File: config.mk
export PLATFORM = sky130hd
export DESIGN_NAME = dual_bank_intc
export DESIGN_NICKNAME = d
export VERILOG_FILES = /design/src/rtl/intc_pkg.sv /design/src/rtl/intc_capture.sv /design/src/rtl/intc_bank.sv /design/src/rtl/dual_bank_intc.sv
export SDC_FILE = /design/constraint.sdc
export NUM_CORES = 1
export LEC_CHECK = 0
export BUFFER_PORTS_ARGS = -buffer_cell sky130_fd_sc_hd__buf_2
export CORE_MARGIN = 8
export CORE_UTILIZATION = 35
export DETAILED_ROUTE_END_ITERATION = 12
export PLACE_DENSITY_LB_ADDON = 0.05
export SLEW_MARGIN = 20
export SYNTH_ARGS = -nofsm -noshare
export SYNTH_HDL_FRONTEND = slang
export SYNTH_HIERARCHICAL = 1
export SYNTH_SLANG_ARGS = --single-unit
File: constraint.sdc
create_clock -name clk_i -period 78.4 [get_ports clk_i]
set_clock_uncertainty 0.2 [all_clocks]
set_input_delay 7.84 -clock clk_i [delete_from_list [all_inputs] [get_ports clk_i]]
set_output_delay 7.84 -clock clk_i [all_outputs]
set_load 0.1 [all_outputs]
File: src/rtl/intc_pkg.sv
package intc_pkg;
  localparam logic [7:0] OFS_MSTAT  = 8'h00;
  localparam logic [7:0] OFS_RAW    = 8'h04;
  localparam logic [7:0] OFS_EN_SET = 8'h08;
  localparam logic [7:0] OFS_EN_CLR = 8'h0C;
  localparam logic [7:0] OFS_CUR    = 8'h20;
  localparam logic [7:0] OFS_ACK    = 8'h28;
  localparam logic [7:0] OFS_THR    = 8'h2C;
  localparam logic [7:0] OFS_POL    = 8'h00;
  localparam logic [7:0] OFS_STICKY = 8'h04;

  typedef enum logic [1:0] {
    BLK_NORM   = 2'd0,
    BLK_FAST   = 2'd1,
    BLK_SHARED = 2'd2,
    BLK_PRIO   = 2'd3
  } blk_e;
endpackage

File: src/rtl/intc_capture.sv
module intc_capture #(
  parameter int unsigned N = 32
) (
  input  logic         clk_i,
  input  logic         rst_ni,
  input  logic [N-1:0] src_i,
  input  logic [N-1:0] pol_i,
  input  logic [N-1:0] sticky_i,
  input  logic [N-1:0] clr_i,
  output logic [N-1:0] pend_o
);
  logic [N-1:0] pol_src;
  logic [N-1:0] latch_q;

  assign pol_src = src_i ^ ~pol_i;

  // set beats clear so a still-active input relatches
  always_ff @(posedge clk_i or negedge rst_ni) begin
    if (!rst_ni) latch_q <= '0;
    else         latch_q <= ((latch_q & ~clr_i) | pol_src) & sticky_i;
  end

  for (genvar i = 0; i < N; i++) begin : g_sel
    assign pend_o[i] = sticky_i[i] ? latch_q[i] : pol_src[i];
  end
endmodule

File: src/rtl/intc_bank.sv
module intc_bank #(
  parameter int unsigned N  = 32,
  parameter int unsigned PW = 4,
  parameter int unsigned DW = 32,
  localparam int unsigned IW = $clog2(N)
) (
  input  logic                  clk_i,
  input  logic                  rst_ni,
  input  logic [N-1:0]          pend_i,
  input  logic [N-1:0][PW-1:0]  prio_i,
  input  logic                  set_we_i,
  input  logic                  clr_we_i,
  input  logic                  thr_we_i,
  input  logic [DW-1:0]         wdata_i,
  output logic [N-1:0]          en_o,
  output logic [PW-1:0]         thr_o,
  output logic [N-1:0]          qual_o,
  output logic [IW-1:0]         cur_o,
  output logic                  line_o
);
  logic [N-1:0]  en_q;
  logic [PW-1:0] thr_q;

  always_ff @(posedge clk_i or negedge rst_ni) begin
    if (!rst_ni) begin
      en_q  <= '0;
      thr_q <= '0;
    end else begin
      if (set_we_i) en_q <= en_q | wdata_i[N-1:0];
      if (clr_we_i) en_q <= en_q & ~wdata_i[N-1:0];
      if (thr_we_i) thr_q <= wdata_i[PW-1:0];
    end
  end

  for (genvar i = 0; i < N; i++) begin : g_qual
    assign qual_o[i] = pend_i[i] & en_q[i] & (prio_i[i] <= thr_q);
  end

  // strict compare keeps the lowest index on ties
  always_comb begin
    logic          found;
    logic [PW-1:0] best;
    found = 1'b0;
    best  = '0;
    cur_o = '0;
    for (int i = 0; i < N; i++) begin
      if (qual_o[i] && (!found || prio_i[i] < best)) begin
        found = 1'b1;
        best  = prio_i[i];
        cur_o = IW'(i);
      end
    end
  end

  assign en_o   = en_q;
  assign thr_o  = thr_q;
  assign line_o = |qual_o;
endmodule

File: src/rtl/dual_bank_intc.sv
module dual_bank_intc #(
  parameter int unsigned NUM_SRC = 32,
  parameter int unsigned PRIO_W  = 4,
  parameter int unsigned ADDR_W  = 12,
  parameter int unsigned DATA_W  = 32
) (
  input  logic                clk_i,
  input  logic                rst_ni,
  input  logic [NUM_SRC-1:0]  src_i,
  input  logic                req_i,
  input  logic                we_i,
  input  logic [ADDR_W-1:0]   addr_i,
  input  logic [DATA_W-1:0]   wdata_i,
  output logic [DATA_W-1:0]   rdata_o,
  output logic                irq_o,
  output logic                fiq_o
);
  import intc_pkg::*;

  localparam int unsigned IDX_W    = $clog2(NUM_SRC);
  localparam int unsigned NUM_BANK = 2;

  logic                         wr, rd, top_ok;
  blk_e                         blk;
  logic [7:0]                   ofs;
  logic [5:0]                   pidx;
  logic                         prio_hit;

  logic [NUM_SRC-1:0]           pol_q, stk_q;
  logic [NUM_SRC-1:0][PRIO_W-1:0] prio_q;
  logic [NUM_SRC-1:0]           pend;
  logic [NUM_SRC-1:0]           clr_all;
  logic [DATA_W-1:0]            rd_val, rdata_q;

  logic [NUM_SRC-1:0]           bank_en   [NUM_BANK];
  logic [PRIO_W-1:0]            bank_thr  [NUM_BANK];
  logic [NUM_SRC-1:0]           bank_qual [NUM_BANK];
  logic [IDX_W-1:0]             bank_cur  [NUM_BANK];
  logic [NUM_BANK-1:0]          bank_line;
  logic [NUM_BANK-1:0]          bank_hit;
  logic [NUM_SRC-1:0]           ack_clr   [NUM_BANK];

  assign wr       = req_i & we_i;
  assign rd       = req_i & ~we_i;
  assign top_ok   = (addr_i[ADDR_W-1:10] == '0);
  assign blk      = blk_e'(addr_i[9:8]);
  assign ofs      = addr_i[7:0];
  assign pidx     = addr_i[7:2];
  assign prio_hit = top_ok && (blk == BLK_PRIO) && (addr_i[1:0] == 2'b00)
                    && (32'(pidx) < NUM_SRC);

  always_ff @(posedge clk_i or negedge rst_ni) begin
    if (!rst_ni) begin
      pol_q  <= '1;
      stk_q  <= '0;
      prio_q <= '0;
    end else if (wr && top_ok) begin
      if (blk == BLK_SHARED && ofs == OFS_POL)    pol_q <= wdata_i[NUM_SRC-1:0];
      if (blk == BLK_SHARED && ofs == OFS_STICKY) stk_q <= wdata_i[NUM_SRC-1:0];
      if (prio_hit) prio_q[pidx[IDX_W-1:0]] <= wdata_i[PRIO_W-1:0];
    end
  end

  intc_capture #(.N(NUM_SRC)) u_cap (
    .clk_i    (clk_i),
    .rst_ni   (rst_ni),
    .src_i    (src_i),
    .pol_i    (pol_q),
    .sticky_i (stk_q),
    .clr_i    (clr_all),
    .pend_o   (pend)
  );

  for (genvar b = 0; b < NUM_BANK; b++) begin : g_bank
    assign bank_hit[b] = top_ok && (addr_i[9:8] == 2'(b));

    intc_bank #(.N(NUM_SRC), .PW(PRIO_W), .DW(DATA_W)) u_bank (
      .clk_i    (clk_i),
      .rst_ni   (rst_ni),
      .pend_i   (pend),
      .prio_i   (prio_q),
      .set_we_i (wr && bank_hit[b] && ofs == OFS_EN_SET),
      .clr_we_i (wr && bank_hit[b] && ofs == OFS_EN_CLR),
      .thr_we_i (wr && bank_hit[b] && ofs == OFS_THR),
      .wdata_i  (wdata_i),
      .en_o     (bank_en[b]),
      .thr_o    (bank_thr[b]),
      .qual_o   (bank_qual[b]),
      .cur_o    (bank_cur[b]),
      .line_o   (bank_line[b])
    );

    assign ack_clr[b] = (rd && bank_hit[b] && ofs == OFS_ACK && bank_line[b])
                        ? (NUM_SRC'(1) << bank_cur[b]) : '0;
  end

  assign clr_all = ack_clr[0] | ack_clr[1];

  always_comb begin
    rd_val = '0;
    if (top_ok) begin
      unique case (blk)
        BLK_NORM, BLK_FAST: begin
          case (ofs)
            OFS_MSTAT:            rd_val = DATA_W'(bank_qual[blk[0]]);
            OFS_RAW:              rd_val = DATA_W'(pend);
            OFS_EN_SET, OFS_EN_CLR: rd_val = DATA_W'(bank_en[blk[0]]);
            OFS_CUR, OFS_ACK:     rd_val = DATA_W'(bank_cur[blk[0]]);
            OFS_THR:              rd_val = DATA_W'(bank_thr[blk[0]]);
            default:              rd_val = '0;
          endcase
        end
        BLK_SHARED: begin
          if (ofs == OFS_POL)         rd_val = DATA_W'(pol_q);
          else if (ofs == OFS_STICKY) rd_val = DATA_W'(stk_q);
        end
        BLK_PRIO: if (prio_hit) rd_val = DATA_W'(prio_q[pidx[IDX_W-1:0]]);
        default: rd_val = '0;
      endcase
    end
  end

  always_ff @(posedge clk_i or negedge rst_ni) begin
    if (!rst_ni)  rdata_q <= '0;
    else if (rd)  rdata_q <= rd_val;
  end

  assign rdata_o = rdata_q;
  assign irq_o   = bank_line[0];
  assign fiq_o   = bank_line[1];
endmodule

==> results of run 1 <==
## critical path: cells and delay by family
family	cells	cell delay (ns)
XOR/XNOR	1	0.15
buffers and inverters	32	2.87
AND/OR/NAND/NOR	72	15.22
adder cells (fa/ha/maj)	31	8.57
multiplexers	17	5.34
AO/OA/AOI/OAI	91	21.70
## layout make-up
class                   count  share of cell area (%)
well taps                1380                    4.28
repair buffers            169                    2.51
diodes                      3                  0.0186
multi-input cells        3608                    66.5
inverters                 273                    2.54
clock buffers              57                    2.98
flip-flops and latches    328                    20.5
clock inverters            23                   0.739
## per-layer routing
metal | vias to the layer above | global-route usage, %
met5 | - | 0
met2 | 1234 | 42.0
met1 | 17676 | 38.4
li1 | 16663 | -
met3 | 194 | 3.40
met4 | 2 | 7.32
## cells by family (layout without fill, tap and decap cells)
kind of cell,count (synthesis),count (layout),synth area share (%)
compound gates,1485,1485,28.3
xor+xnor,52,52,1.24
fa+ha+maj,385,385,12.9
buf+inv,406,522,4.48
flops,328,328,22.5
mux,440,440,13.6
other cells,0,3,0
simple gates,1246,1246,16.9
## per-stage QoR
stage               total power, W  worst slack [ns]  instance area (µm²)  hold slack, ns
floorplan                 0.000191             26.01                36600           0.300
global placement          0.000209             16.81                38800           0.298
detailed placement        0.000209             17.13                38800           0.303
CTS                       0.000429             17.63                40300           0.317
global route              0.000436             12.11                40300           0.345
finish                    0.000422             16.95                40300           0.313
## worst paths after layout
check | slack [ns] | startpoint | cells past startpoint | endpoint
worst min-delay path | 0.31 | rdata_o[11] | 2 | rdata_o[11]
worst max register to register | 23.42 | g_bank[0].u_bank/thr_o[3] | 244 | u_cap/latch_q[24]
worst max-delay path | 16.95 | src_i[0] | 244 | u_cap/latch_q[24]
max in group asynchronous | 67.90 | rst_ni | 4 | async pin
worst min register to register | 0.31 | rdata_o[11] | 2 | rdata_o[11]
min in group asynchronous | 7.09 | rst_ni | 1 | stk_q[24]
## placed cells by master (no fill, tap or decap), types with 20 or more instances in the layout
cell / instances
nand2b_1: 120
nand3_1: 112
nor2_1: 277
o21ai_0: 239
nand2_1: 362
a21oi_1: 371
o22ai_1: 74
a21o_1: 35
a41o_1: 48
a31oi_1: 48
o21a_1: 47
or3_1: 26
maj3_1: 34
or2_2: 34
clkbuf_16: 44
a211oi_1: 81
buf_2: 109
o211ai_1: 31
xor2_1: 38
nor2b_1: 74
o31ai_1: 22
dfstp_2: 32
a21boi_1: 37
a22oi_1: 67
o21ai_1: 66
nand4_1: 26
inv_1: 260
mux2_2: 227
and3_1: 35
buf_4: 57
dfrtp_1: 294
mux4_2: 20
and2_1: 28
mux2i_1: 175
a211o_1: 23
nor3_1: 60
ha_1: 350
## power breakdown
part	internal, W	leakage, nW	total (W)	switching [W]
Combinational	0.00000919	13.1	0.0000356	0.0000264
Sequential	0.000170	4.43	0.000171	0.00000103
Clock	0.000126	0.733	0.000215	0.0000898
==> reports/qor.csv, run 1 <==
stage;metric;value;unit
synthesis;yosys_warnings;6;
timing;finalHoldViolCount;0;
synthesis;synth_area_per_cell;8.44;µm²
synthesis;synthTopCellsByCount;371 x a21oi_1, 362 x nand2_1, 350 x ha_1;
placement;place_hpwl;122000;µm
synthesis;synth_area;0.0366;mm²
placement;dp_cells;5758;
global_routing;antenna_found_initial;10;
detailed_routing;topRoutingLayerUsed;met5;
timing;rsz0062_at_grt;false;
timing;setup_viol;0;
timing;tightest_slew;1.18;ns
clock_network;post-cts-setup-buffers;0;
synthesis;synth_top_flop_cell;dfrtp_1;
global_routing;grtUsageTotal;26.7;%
setup_path;slowest_delay;0.66;ns
pwr;power_density;10.5;mW/mm²
synthesis;syn_nets;4772;
detailed_routing;met1Wirelength;75300;µm
global_routing;grt_max_degree;108;
pwr;peakVddDrop;0.0138;mV
synthesis;yosysMostFrequentCell;a21oi_1;
clock_network;cts_inserted_buffers;44;
synthesis;synthArstFlopShare;100;%
synthesis;synth_seq_cells;328;
detailed_routing;dr.first_iter.drc_count;3442;
floorplanning;die_height;340;µm
global_routing;grt_pass1_wl;237000;µm
setup_path;crit_type;in -> reg;
clock_network;htreeDepth;2;
synthesis;yosysTopAreaCellShare;20.2;%
setup_path;start_kind;primary input;
placement;port_buffers;113;
detailed_routing;dr.pass1.iters;5;
outcome;outcome;complete, no violations;
flow_run;drv_cap;0;
synthesis;synth_edf_count;0;
clock_network;cts.sinks;328;
detailed_routing;drcViolationCount;0;
setup_path;crit_top_cell;ha_1;
floorplanning;ios;114;
floorplanning;start_util;35.3;%
timing;max_freq;16.3;MHz
setup_path;worst_path_max_delay_cell;nor2_1;
placement;gp_congestion;0.927;
hold_path;min_path_type;reg -> reg;
cells_and_area;regArea;0.00825;mm²
cells_and_area;nNetsFinal;4854;
timing;period_share;78.4;%
floorplanning;dieArea;0.115;mm²
synthesis;synth_area_leaders;dfrtp_1 20%, ha_1 12%, mux2_2 7.0%;
clock_network;clock_latency;0.64;ns
setup_path;cp.required;78.70;ns
detailed_routing;drt-wirelength-per-cell;27.4;µm
detailed_routing;drt-total-wl;160000;µm
cells_and_area;multi_input_area;0.0268;mm²
synthesis;yosys.cell_types.count;137;
clock_network;post_cts_resized;0;
timing;final.setup.tns;0;ns
floorplanning;placementRows;118;
cells_and_area;layout.cells.non_filler;5841;
synthesis;synth_cells;4342;
timing;post-route-min-period;61.45;ns
timing;maxSlewViolCount;0;
setup_path;cp-end-kind;flip-flop;
clock_network;clockBufferDepth;3;
detailed_routing;vias;35769;
global_routing;grt-ovfl-total;0;
cells_and_area;drive_above_1_share;15.5;%
cells_and_area;synthToLayoutAreaGrowth;10.0;%
clock_network;cts_tree;done;
synthesis;yosysSeqAreaShare;22.5;%
floorplanning;core-area;0.104;mm²
detailed_routing;route.met3.wl;9470;µm
synthesis;synth.largest_area_cell;dfrtp_1;
clock_network;cts_root_buffer;clkbuf_16;
setup_path;critical_path.max_fanout;12;
clock_network;cts_hold_buf;0;
detailed_routing;ant_nets;0;
global_routing;grt_pass1_vias;34142;
detailed_routing;wl_met2;70800;µm
clock_network;path_clk_slew;0.07;ns
detailed_routing;vias_per_cell;6.12;
cells_and_area;nFillCells;10733;
floorplanning;die_w;340;µm
cells_and_area;final_util;38.9;%
timing;relSlewSlack;21.3;%
pwr;leakagePower;18.3;nW
setup_path;worst_ep_arrival_time;61.75;ns
(Power assumes the default switching activity.)
==> run 2, diff against run 1 <==
==> constraint.sdc (replaced) <==
create_clock -name clk_i -period 60.8 [get_ports clk_i]
set_clock_uncertainty 0.2 [all_clocks]
set_input_delay 6.08 -clock clk_i [delete_from_list [all_inputs] [get_ports clk_i]]
set_output_delay 6.08 -clock clk_i [all_outputs]
set_load 0.1 [all_outputs]
==> run 2 against run 1 <==
Effect of this change:
- power up 29%
- critical path depth shrank 1
- cell area is 0.42% higher
- sequential power increased by 29%
- register-to-register slack got worse by 15 ns
- combinational power grew 29%
- flip-flop and latch count did not move
- critical endpoint is now u_cap/latch_q[29]
- highest routed layer is now met4
==> reports/qor.csv, run 2 (same netlist as run 1, synthesis figures left out) <==
stage;metric;value;unit
outcome;outcome;complete, no violations;
timing;maxSlewViolCount;0;
timing;final.setup.tns;0;ns
setup_path;crit_top_cell;ha_1;
timing;setup_viol;0;
global_routing;antenna_found_initial;5;
detailed_routing;drt-wirelength-per-cell;27.5;µm
cells_and_area;final_common_cell;a21oi_1;
placement;dp_slack;1.24;ns
clock_network;cts.sinks;328;
clock_network;htreeDepth;2;
cells_and_area;layout.cells.non_filler;5850;
floorplanning;start_util;35.3;%
global_routing;grtUsageTotal;26.7;%
setup_path;r2r_end;u_cap/latch_q[29];
setup_path;r2r_cells;243;
pwr;power_density;13.4;mW/mm²
pwr;leakagePower;18.3;nW
floorplanning;die_height;340;µm
detailed_routing;dr.pass1.iters;6;
timing;setup_ws;3.69;ns
cells_and_area;design_area;0.0405;mm²
setup_path;r2r_start;g_bank[0].u_bank/thr_o[3];
timing;relSlewSlack;18.9;%
placement;dp_cells;5760;
cells_and_area;final_util;39.1;%
cells_and_area;nNetsFinal;4864;
placement;gp_congestion;0.932;
cells_and_area;regArea;0.00825;mm²
cells_and_area;synthToLayoutAreaGrowth;10.5;%
floorplanning;die_w;340;µm
clock_network;path_clk_slew;0.06;ns
timing;finalHoldViolCount;0;
detailed_routing;vias_per_cell;6.11;
global_routing;grt-ovfl-total;0;
clock_network;clock_latency;0.63;ns
cells_and_area;drive_above_1_share;16.0;%
timing;rsz0062_at_grt;false;
global_routing;grt_pass1_wl;237000;µm
setup_path;r2r_slack;8.42;ns
placement;place_hpwl;122000;µm
setup_path;cp-end-kind;flip-flop;
detailed_routing;dr.first_iter.drc_count;3501;
floorplanning;dieArea;0.115;mm²
setup_path;slowest_delay;0.51;ns
setup_path;start_kind;primary input;
detailed_routing;ant_nets;0;
hold_path;min_path_type;reg -> reg;
placement;place_area;0.0388;mm²
pwr;peakVddDrop;0.0197;mV
setup_path;crit_type;in -> reg;
setup_path;crit_cells;243;
clock_network;cts_inserted_buffers;44;
timing;tightest_slew;1.22;ns
detailed_routing;drt-total-wl;161000;µm
setup_path;path_delay_family;compound AO/OA/AOI/OAI gates;
cells_and_area;nFillCells;10650;
detailed_routing;vias;35726;
timing;period_share;93.9;%
floorplanning;placementRows;118;
clock_network;cts_root_buffer;clkbuf_16;
hold_path;min_from;rdata_o[11];
cells_and_area;multi_input_area;0.0269;mm²
global_routing;grt_pass1_vias;33890;
floorplanning;core-area;0.104;mm²
cells_and_area;final_cell_mix;367 x a21oi_1, 362 x nand2_1, 350 x ha_1, 294 x dfrtp_1, 275 x nor2_1;
timing;post-route-min-period;57.11;ns
setup_path;critical_path.max_fanout;12;
setup_path;worst_path_max_delay_cell;or4b_1;
clock_network;cts_tree;done;
floorplanning;ios;114;
setup_path;crit_path_end;u_cap/latch_q[29];
setup_path;cp_num_buf_inv;33;
setup_path;worst_ep_arrival_time;57.42;ns
setup_path;crit_start;src_i[0];
global_routing;grt_max_degree;108;
timing;max_freq;17.5;MHz
flow_run;drv_cap;0;
setup_path;cp.required;61.11;ns
detailed_routing;drcViolationCount;0;
clock_network;clockBufferDepth;3;
placement;port_buffers;113;
-- run 2: changes by cell type in the layout (fill, tap and decap cells not counted), moves of 3 or more --
cell / delta
a21oi_1: -4
inv_6: -3
a2111oi_0: -3
buf_4: +10
a21oi_2: +3
a2111oi_1: +3
-- run 2: how the worst min path moves through the flow --
stage / endpoint / slack [ns] / depth (start not counted)
6_report: rdata_o[11] / 0.31 / 2
5_1_grt: rdata_o[9] / 0.34 / 2
4_1_cts: rdata_o[19] / 0.32 / 2
3_5_place_dp: rdata_o[19] / 0.30 / 2
3_3_place_gp: rdata_o[11] / 0.30 / 2
2_1_floorplan: flip-flop / 0.30 / 2
-- run 2: where the power goes --
part / internal [W] / switching, W
logic: 0.0000119 / 0.0000341
registers: 0.000219 / 0.00000133
clock network: 0.000163 / 0.000115
-- run 2: worst register-to-register path, delay by kind of cell, from the launching register on --
kind | cells | cell delay [ns]
AOI/OAI and AO/OA | 90 | 19.87
and+or+nand+nor | 71 | 14.43
adders and majority gates | 32 | 8.90
muxes | 16 | 5.13
buffers and inverters | 34 | 3.37
DFF | 1 | 0.38
-- run 2: through the flow --
stage          power [W]  hold slack (ns)
6_report        0.000544            0.308
5_1_grt         0.000562            0.339
4_1_cts         0.000552            0.317
3_5_place_dp    0.000270            0.304
3_3_place_gp    0.000270            0.297
2_1_floorplan   0.000246            0.300
-- run 2: what timing repair did --
action                                  4_1_cts  5_1_grt
gates resized for setup                       0       24
buffers inserted                              0        8
hold buffers                                  0        0
endpoints found under the setup margin        0       37
-- run 2: cell type report --
type / count / share of cell area [%]
flip-flops and latches: 328 / 20.4
well taps: 1380 / 4.27
repair buffers: 179 / 2.68
clock inverters: 21 / 0.677
clock buffers: 60 / 3.02
inverters: 273 / 2.53
multi-input cells: 3608 / 66.4
diodes: 1 / 0.00618
-- run 2: layer usage --
layer / share of wire [%] / vias to the layer above / global-route usage (%)
li1: - / 16695 / -
met1: 48 / 17777 / 38.4
met2: 45 / 1103 / 42.6
met3: 5.2 / 151 / 3.03
met4: 2.4 / 0 / 6.18
met5: 0 / - / 0
